<file path="src/rtl/dbg_frame_pkg.sv">
package dbg_frame_pkg;

    localparam int unsigned DBG_ADDR_W = 7;
    localparam int unsigned DBG_DATA_W = 32;

    // Register numbers used by a typical memory-read chain
    localparam logic [DBG_ADDR_W-1:0] REG_RD_DATA  = 7'h04;
    localparam logic [DBG_ADDR_W-1:0] REG_MEM_ADDR = 7'h05;
    localparam logic [DBG_ADDR_W-1:0] REG_COMMAND  = 7'h17;

    typedef enum logic [1:0] {
        SQ_IDLE   = 2'd0,
        SQ_ISSUE  = 2'd1,
        SQ_WAIT   = 2'd2,
        SQ_FINISH = 2'd3
    } seq_state_e;

endpackage

</file>
<file path="src/rtl/dfs_slot_counter.sv">
module dfs_slot_counter #(
    parameter int unsigned SLOTS = 41,
    localparam int unsigned CW = $clog2(SLOTS)
) (
    input  logic          clk,
    input  logic          rst_n,
    input  logic          clear,
    input  logic          step,
    output logic [CW-1:0] slot,
    output logic          last
);
    localparam logic [CW-1:0] LAST_IDX = CW'(SLOTS - 1);

    always_ff @(posedge clk or negedge rst_n) begin
        if (!rst_n) begin
            slot <= '0;
        end else if (clear) begin
            slot <= '0;
        end else if (step && (slot != LAST_IDX)) begin
            slot <= slot + 1'b1;
        end
    end

    assign last = (slot == LAST_IDX);

    AST_SLOT_IN_RANGE: assert property (@(posedge clk) disable iff (!rst_n)
        slot <= LAST_IDX) else $error("slot beyond frame");

endmodule

</file>
<file path="src/rtl/dfs_tx_shift.sv">
module dfs_tx_shift #(
    parameter int unsigned W = 41
) (
    input  logic         clk,
    input  logic         rst_n,
    input  logic         load,
    input  logic [W-1:0] load_val,
    input  logic         shift,
    output logic         msb
);
    logic [W-1:0] sr_q;

    always_ff @(posedge clk or negedge rst_n) begin
        if (!rst_n) begin
            sr_q <= '0;
        end else if (load) begin
            sr_q <= load_val;
        end else if (shift) begin
            sr_q <= {sr_q[W-2:0], 1'b0};
        end
    end

    assign msb = sr_q[W-1];

endmodule

</file>
<file path="src/rtl/dfs_rx_shift.sv">
module dfs_rx_shift #(
    parameter int unsigned W = 32
) (
    input  logic         clk,
    input  logic         rst_n,
    input  logic         shift,
    input  logic         bit_in,
    output logic [W-1:0] word
);
    always_ff @(posedge clk or negedge rst_n) begin
        if (!rst_n) begin
            word <= '0;
        end else if (shift) begin
            word <= {word[W-2:0], bit_in};
        end
    end

endmodule

</file>
<file path="src/rtl/dbg_frame_seq.sv">
module dbg_frame_seq
    import dbg_frame_pkg::*;
#(
    parameter int unsigned ADDR_W = DBG_ADDR_W,
    parameter int unsigned DATA_W = DBG_DATA_W
) (
    input  logic              clk,
    input  logic              rst_n,
    input  logic              req_valid_i,
    output logic              req_ready_o,
    input  logic [ADDR_W-1:0] req_addr_i,
    input  logic              req_write_i,
    input  logic [DATA_W-1:0] req_wdata_i,
    output logic              done_o,
    output logic              rsp_valid_o,
    output logic [DATA_W-1:0] rsp_rdata_o,
    output logic              bit_req_o,
    output logic              bit_drive_o,
    output logic              bit_val_o,
    input  logic              bit_done_i,
    input  logic              bit_rx_i
);
    localparam int unsigned HDR_LEN   = 1 + ADDR_W + 1;
    localparam int unsigned FRAME_LEN = HDR_LEN + DATA_W;
    localparam int unsigned CW        = $clog2(FRAME_LEN);
    localparam logic [CW-1:0] HDR_IDX = CW'(HDR_LEN);

    seq_state_e state_q, state_d;
    logic       wr_q;
    logic       accept;
    logic       slot_done;
    logic       last_slot;
    logic       in_data;
    logic [CW-1:0] slot;
    logic [FRAME_LEN-1:0] frame_word;

    assign accept    = req_valid_i && req_ready_o;
    assign slot_done = (state_q == SQ_WAIT) && bit_done_i;
    assign in_data   = (slot >= HDR_IDX);
    assign frame_word = {1'b1, req_addr_i, req_write_i,
                         (req_write_i ? req_wdata_i : {DATA_W{1'b0}})};

    // State register
    always_ff @(posedge clk or negedge rst_n) begin
        if (!rst_n) begin
            state_q <= SQ_IDLE;
        end else begin
            state_q <= state_d;
        end
    end

    always_ff @(posedge clk or negedge rst_n) begin
        if (!rst_n) begin
            wr_q <= 1'b0;
        end else if (accept) begin
            wr_q <= req_write_i;
        end
    end

    // Next-state logic
    always_comb begin
        state_d = state_q;
        unique case (state_q)
            SQ_IDLE:   if (accept) state_d = SQ_ISSUE;
            SQ_ISSUE:  state_d = SQ_WAIT;
            SQ_WAIT:   if (bit_done_i) state_d = last_slot ? SQ_FINISH : SQ_ISSUE;
            SQ_FINISH: state_d = SQ_IDLE;
            default:   state_d = SQ_IDLE;
        endcase
    end

    // Outputs
    always_comb begin
        req_ready_o = 1'b0;
        bit_req_o   = 1'b0;
        done_o      = 1'b0;
        rsp_valid_o = 1'b0;
        unique case (state_q)
            SQ_IDLE:   req_ready_o = 1'b1;
            SQ_ISSUE:  bit_req_o   = 1'b1;
            SQ_WAIT:   ;
            SQ_FINISH: begin
                done_o      = 1'b1;
                rsp_valid_o = !wr_q;
            end
            default:   ;
        endcase
    end

    assign bit_drive_o = wr_q || !in_data;

    dfs_slot_counter #(.SLOTS(FRAME_LEN)) u_slot (
        .clk   (clk),
        .rst_n (rst_n),
        .clear (accept),
        .step  (slot_done),
        .slot  (slot),
        .last  (last_slot)
    );

    dfs_tx_shift #(.W(FRAME_LEN)) u_tx (
        .clk      (clk),
        .rst_n    (rst_n),
        .load     (accept),
        .load_val (frame_word),
        .shift    (slot_done),
        .msb      (bit_val_o)
    );

    dfs_rx_shift #(.W(DATA_W)) u_rx (
        .clk    (clk),
        .rst_n  (rst_n),
        .shift  (slot_done && !wr_q && in_data),
        .bit_in (bit_rx_i),
        .word   (rsp_rdata_o)
    );

    AST_START_BIT: assert property (@(posedge clk) disable iff (!rst_n)
        accept |=> (bit_req_o && bit_val_o && bit_drive_o)) else $error("start bit");

    AST_SINGLE_BIT_REQ: assert property (@(posedge clk) disable iff (!rst_n)
        bit_req_o |=> !bit_req_o) else $error("bit request held");

    AST_DONE_PULSE: assert property (@(posedge clk) disable iff (!rst_n)
        done_o |=> (!done_o && req_ready_o)) else $error("done not a pulse");

    AST_RSP_AFTER_BIT: assert property (@(posedge clk) disable iff (!rst_n)
        rsp_valid_o |-> $past(bit_done_i)) else $error("rsp without last bit");

    AST_BUSY_NOT_READY: assert property (@(posedge clk) disable iff (!rst_n)
        accept |=> !req_ready_o) else $error("ready while busy");

endmodule

</file>
<file path="config.mk">
export PLATFORM = sky130hd
export DESIGN_NAME = dbg_frame_seq
export DESIGN_NICKNAME = d
export VERILOG_FILES = /design/src/rtl/dbg_frame_pkg.sv /design/src/rtl/dfs_slot_counter.sv /design/src/rtl/dfs_tx_shift.sv /design/src/rtl/dfs_rx_shift.sv /design/src/rtl/dbg_frame_seq.sv
export SDC_FILE = /design/constraint.sdc
export NUM_CORES = 1
export LEC_CHECK = 0
export ABC_AREA = 0
export BUFFER_PORTS_ARGS = -buffer_cell sky130_fd_sc_hd__buf_2
export CORE_MARGIN = 2
export CORE_UTILIZATION = 54
export DETAILED_ROUTE_END_ITERATION = 12
export PLACE_DENSITY = 0.91
export REMOVE_ABC_BUFFERS = 1
export SLEW_MARGIN = 15
export SYNTH_ARGS = -nofsm -noshare
export SYNTH_HDL_FRONTEND = slang
export SYNTH_SLANG_ARGS = --single-unit
</file>
<file path="constraint.sdc">
create_clock -name clk -period 2.1 [get_ports clk]
set_input_delay 0.21 -clock clk [delete_from_list [all_inputs] [get_ports clk]]
set_output_delay 0.21 -clock clk [all_outputs]
set_load 0.005 [all_outputs]
</file>
==> results of run 1 <==
critical path, cell delays in order (launching register included):
cell      delay [ps]
dfrtp_1          450
inv_1             90
ha_1             160
nand2b_2          90
o21ai_2          230
a211o_2          530
mux2_4           340
power breakdown:
group / switching [mW] / leakage [nW] / internal [mW] / total, mW
logic: 0.758 / 1.16 / 0.538 / 1.30
clock network: 0.532 / 0.110 / 0.729 / 1.26
registers: 0.277 / 1.05 / 2.03 / 2.31
total: 1.57 / 2.32 / 3.30 / 4.87
kinds of logic after synthesis:
logic type,Yosys count
buffers and inverters,27
AND/OR/NAND/NOR,118
XOR/XNOR,3
multiplexers,33
AO/OA/AOI/OAI,78
adder cells (fa/ha/maj),3
flip-flops,82
metrics by stage:
step	cells	power (mW)	area, sq um	setup TNS, ps
floorplan	319	3.18	3570	-6650
global placement	486	3.52	4150	0
detailed placement	486	3.61	4150	0
CTS	502	4.89	4380	0
global route	503	5.22	4390	-84.2
finish	503	4.87	4390	0
timing repair:
item / in CTS / in global routing
endpoints found under the setup margin: 0 / 2
endpoints found under the hold margin: 20 / 0
hold buffers: 1 / 0
final cells by class:
cell class / instances / area, sq um
timing repair buffer: 88 / 485
multi-input combinational: 236 / 1530
sequential: 82 / 2050
tap: 80 / 100
clock inverter: 2 / 60.1
fill: 491 / 2330
clock buffer: 13 / 159
inverter: 2 / 7.51
per-layer routing:
layer | vias up | share of wire (%) | track usage (%)
met2 | 104 | 49 | 35.0
li1 | 1338 | - | -
met5 | - | 0 | 0
met1 | 1329 | 43 | 28.8
met3 | 8 | 7.8 | 9.62
met4 | 0 | 0.59 | 5.11
sequential cells by signal (all words and copies together), names as in the netlist:
register,count
u_slot.slot,6
u_rx.word,32
wr_q,1
state_q,2
u_tx.sr_q,41
cells in the mapped netlist, drive strengths merged:
cell	instances	area (sq um)
a211o	1	17.5
a21o	1	7.51
a21oi	31	155
a31oi	38	238
and2	2	12.5
and3	1	7.51
and3b	1	8.76
buf	6	58.8
clkbuf	19	71.3
dfrtp	82	2050
ha	3	37.5
inv	2	7.51
mux2	32	473
mux2i	1	10.0
nand2	88	330
nand2b	2	15.0
nand3	5	25.0
nand3b	1	20.0
nand4	2	12.5
nor2	12	45.0
nor2b	3	18.8
nor3	1	5.00
o21ai	3	18.8
o21bai	1	7.51
o31a	1	8.76
o31ai	2	15.0
xnor2	1	8.76
xor2	2	17.5
cells in the final DEF (no fill, tap or decap), drive strengths merged, types with 3 or more instances in the layout:
master / n
buf: 87
o21ai: 3
mux2: 32
clkbuf: 13
nand2: 88
dfrtp: 82
a31oi: 38
ha: 3
a21oi: 31
nor2: 12
nand3: 5
nor2b: 3
worst min-delay path by stage:
| stage | cells after the start | endpoint | start | slack [ps] |
|---|---|---|---|---|
| after floorplan | 0 | state_q[0] | rst_n | -90 |
| after global placement | 1 | u_tx.sr_q[40] | rst_n | 120 |
| after detailed placement | 1 | u_tx.sr_q[40] | rst_n | 120 |
| after CTS | 3 | u_tx.sr_q[0] | req_wdata_i[0] | 60 |
| after global routing | 2 | u_rx.word[0] | bit_rx_i | 60 |
| final | 3 | u_tx.sr_q[0] | req_wdata_i[0] | 70 |
==> flow_summary.ini, run 1 <==
[route]
vias_per_cell = 5.52
detailedRoute.firstIterationViolations = 180
firstDrtPassIters = 4
postRouteWirelength_um = 8000
via_count = 2779
drcViolationCount = 0
antenna_nets_post_route = 0
routedWlPerCell_um = 15.9

[critical_path]
critical_path.reg2reg.startpoint = u_slot.slot[0]
cp-endpoint = u_rx.word[9]
worst_path_arrival_time_ps = 2250
reg2reg_depth = 6
cp_startpoint_kind = flip-flop
kind_of_capture_point_of_the_worst_setup_path = flip-flop
critPathMaxFanout = 16
critPathKind = flip-flop to flip-flop
worst-endpoint-required_ps = 2340
worstReg2RegEnd = u_rx.word[9]
worst_setup_path_startpoint = u_slot.slot[0]
reg2reg_slack_ps = 100

[cts]
tritoncts = yes
cts_sinks = 82
worst_setup_hold_path_clk_slew_ps = 80
clock_path_buffers = 2
ctsRootBufferMaster = clkbuf_8
post_cts_resize_count = 0
cts_setup_buffers = 0
clock_insertion_delay_worst_skew_ps = 360
cts_max_level = 3
cts-buffers-inserted = 9

[sta]
finalHoldViolations = 0
max_freq_mhz = 499
finalWorstSetupSlack_ps = 97.6
tightestPinTransition_ps = 567
layout_worst_path_cycle_share_pct = 95.4
finalClockSkew_ps = 5.73
min_period_ps = 2000
max_slew_violation_total_from_the_final_report = 0
worst_hold_slack_across_all_endpoints_ps = 72.9
timing.max_slew.rel_slack_pct = 62.2
setup_viol = 0

[power_and_ir_drop]
ir_drop_uv = 633
leakage_nw = 2.32
power_density_mw_per_mm2 = 1110

[floorplanning]
fp.coreArea_sq_mm = 0.00672
initial_core_util_pct = 55.1
fp.dieH_um = 86.8
io_pins = 83
die_w_um = 86.8
rows = 30
design.die.area_sq_mm = 0.00754

[job]
max_cap_violations = 0

[placement]
post-place-ws_ps = 114
detailed_placement_wirelength_estimate_um = 5030
port_buffers = 82
gpl.final_weighted_congestion = 0.793

[synth]
syn_avg_cell_area_sq_um = 10.8
synth_cell_types = 33
synth_warn = 0
share_of_synthesized_area_occupied_by_flip_flops_and_latches_pct = 55.4
largest_family_of_logic_cells_by_synthesized_area = simple AND/OR/NAND/NOR gates
synth_simple_gate_area_share_pct = 13.5
synth_compound_area_share_pct = 12.6
yosys-mux-area-fraction_pct = 13.0
synth_xor_area_share_pct = 0.709
synthesis.area_sq_mm = 0.00370
postSynthCellCount = 344
synth_fa_ha_area_share_pct = 1.01
postSynthRegisterBits = 82

[global_routing]
globalRouteTotalUtil_pct = 22.3
grt_first_pass_wirelength_um = 12900
largest_net_degree_at_the_start_of_global_routing = 83
gr-total-overflow = 0
first_global_vias = 2744
antenna_found_initial = 0

[finish]
diodes = 0
layout.nets = 467
area.growth.synth_to_final_pct = 18.5
final_layout_size_suffix_gt1_share_pct = 32.9
share_of_the_core_filled_with_cells_in_the_final_layout_pct = 65.4

[worst_hold_path]
worst_hold_path_type = primary input to flip-flop

[run_status]
run_status = finished, final reports clean
Note: power is estimated with default switching activity, not from simulation.
==> run 2, diff against run 1 <==
--- a/config.mk
+++ b/config.mk
@@ -7,10 +7,11 @@
 export LEC_CHECK = 0
 export ABC_AREA = 0
 export BUFFER_PORTS_ARGS = -buffer_cell sky130_fd_sc_hd__buf_2
+export CORE_ASPECT_RATIO = 0.5
 export CORE_MARGIN = 2
-export CORE_UTILIZATION = 54
+export CORE_UTILIZATION = 30
 export DETAILED_ROUTE_END_ITERATION = 12
-export PLACE_DENSITY = 0.91
+export PLACE_DENSITY = 0.6
 export REMOVE_ABC_BUFFERS = 1
 export SLEW_MARGIN = 15
 export SYNTH_ARGS = -nofsm -noshare
==> flow_summary.ini, run 2 (synthesis results as in run 1) <==
[sta]
timing.max_slew.rel_slack_pct = 58.1
rsz0062_at_grt = false
max_slew_violation_total_from_the_final_report = 0
layout_worst_path_cycle_share_pct = 92.4
min_period_ps = 1940
tightestPinTransition_ps = 628
finalHoldViolations = 0
setup_total_negative_slack_ps = 0
finalClockSkew_ps = 5.20
max_freq_mhz = 515
setup_viol = 0

[global_routing]
antenna_found_initial = 0
globalRouteTotalUtil_pct = 12.4
first_global_vias = 2584
gr-total-overflow = 0
grt_first_pass_wirelength_um = 12900
largest_net_degree_at_the_start_of_global_routing = 44

[route]
vias_per_cell = 4.70
drcViolationCount = 0
antenna_nets_post_route = 0
detailedRoute.firstIterationViolations = 159
postRouteWirelength_um = 8040
via_count = 2770
firstDrtPassIters = 4
routedWlPerCell_um = 13.6

[cts]
worst_setup_hold_path_clk_slew_ps = 60
cts-buffers-inserted = 9
clock_insertion_delay_worst_skew_ps = 330
cts_setup_buffers = 0
cts_max_level = 3
ctsRootBufferMaster = clkbuf_16
clock_path_buffers = 2
cts_sinks = 82
tritoncts = yes
post_cts_resize_count = 0

[finish]
layout_commonest_cell = nand2_1
final_layout_size_suffix_gt1_share_pct = 33.3
share_of_the_core_filled_with_cells_in_the_final_layout_pct = 38.2
top_register = u_tx.sr_q
layout.nets = 469
largest_register_ffs = 41
area.growth.synth_to_final_pct = 23.2
diodes = 0
largestRegisters = u_tx.sr_q x41, u_rx.word x32, u_slot.slot x6
layout_common_cells = nand2_1, dfrtp_1, buf_2

[job]
max_cap_violations = 0

[critical_path]
cp_startpoint_kind = flip-flop
critPathMaxFanout = 32
reg2reg_depth = 6
reg2reg_slack_ps = 160
critPathKind = flip-flop to flip-flop
worst_path_arrival_time_ps = 2150
worstReg2RegEnd = u_rx.word[30]
critical_path.reg2reg.startpoint = u_slot.slot[1]
kind_of_capture_point_of_the_worst_setup_path = flip-flop
worst-endpoint-required_ps = 2310

[worst_hold_path]
hp-start = bit_rx_i
min_delay_worst_endpoint = u_rx.word[0]
min_delay_path_depth = 2
worst_hold_path_type = primary input to flip-flop

[power_and_ir_drop]
ir_drop_uv = 375
sw_frac_of_total_pct = 31.3
power.net_switching_mw = 1.59
power_density_mw_per_mm2 = 1120
comb_power_share_pct = 25.7
power.internal_mw = 3.50
power.share.sequential_pct = 45.0
clock_power_share_pct = 29.3
leakage_nw = 2.36

[floorplanning]
fp.dieH_um = 82.6
io_pins = 83
rows = 28
fp.coreArea_sq_mm = 0.0119
design.die.area_sq_mm = 0.0133
initial_core_util_pct = 31.0
die_w_um = 161

[placement]
detailed_placement_wirelength_estimate_um = 5150
gpl.final_weighted_congestion = 0.743
port_buffers = 82

[run_status]
run_status = finished, final reports clean
[run 2: cell types whose count changed in the layout (fill, tap and decap cells not counted)]
cell       change
clkbuf_1       -1
bufinv_16      -1
buf_4          +3
a211o_2        -1
clkbuf_16      +9
clkbuf_8      -11
clkinv_2       +3
[run 2: stage by stage]
| step | hold WS (ps) | worst slack [ps] | area (sq um) | cells | power (mW) |
|---|---|---|---|---|---|
| global route | 95.0 | 52.6 | 4570 | 589 | 5.48 |
| detailed placement | 250 | 153 | 4280 | 574 | 3.63 |
| floorplan | -85.6 | -182 | 3570 | 319 | 3.18 |
| CTS | 91.8 | 143 | 4570 | 589 | 5.18 |
| global placement | 244 | 183 | 4280 | 574 | 3.60 |
| finish | 106 | 159 | 4570 | 589 | 5.09 |
[run 2: what timing repair did]
action | 4_1_cts | 5_1_grt
endpoints found under the setup margin | 0 | 0
hold buffers | 1 | 0
endpoints found under the hold margin | 40 | 0
[run 2: power by group through the flow]
stage / Clock, mW / Combinational, mW / Sequential (mW)
global route: 1.62 / 1.50 / 2.36
finish: 1.49 / 1.31 / 2.29
global placement: 0 / 1.30 / 2.31
floorplan: 0 / 0.927 / 2.26
CTS: 1.55 / 1.33 / 2.29
detailed placement: 0 / 1.32 / 2.31
[run 2: worst max-delay path: stages (launching register included)]
cell      delay [ps]
dfrtp_1          390
inv_1            100
ha_1             170
nand2b_2          80
o21ai_2          150
a211o_4          530
mux2_2           400
[run 2: how the worst max path moves through the flow]
stage,start,end
after floorplan,state_q[1],u_tx.sr_q[10]
after global placement,u_slot.slot[0],u_rx.word[31]
after detailed placement,u_slot.slot[0],u_rx.word[30]
after CTS,u_slot.slot[1],u_rx.word[30]
after global routing,u_slot.slot[1],u_rx.word[31]
final,u_slot.slot[1],u_rx.word[30]
[run 2: cell type report]
| type | instances | area [sq um] |
|---|---|---|
| Clock inverter | 4 | 45.0 |
| Fill cell | 1209 | 7380 |
| Inverter | 2 | 7.51 |
| Tap cell | 165 | 206 |
| Sequential cell | 82 | 2050 |
| Timing Repair Buffer | 91 | 508 |
| Clock buffer | 10 | 229 |
| Multi-Input combinational cell | 235 | 1520 |
[run 2: layer usage]
metal,vias to the layer above,part of all wire (%),GRT usage [%]
li1,1343,-,-
met3,12,4.3,3.30
met2,52,47,19.7
met5,-,0,0
met1,1363,48,16.6
met4,0,1.2,4.46
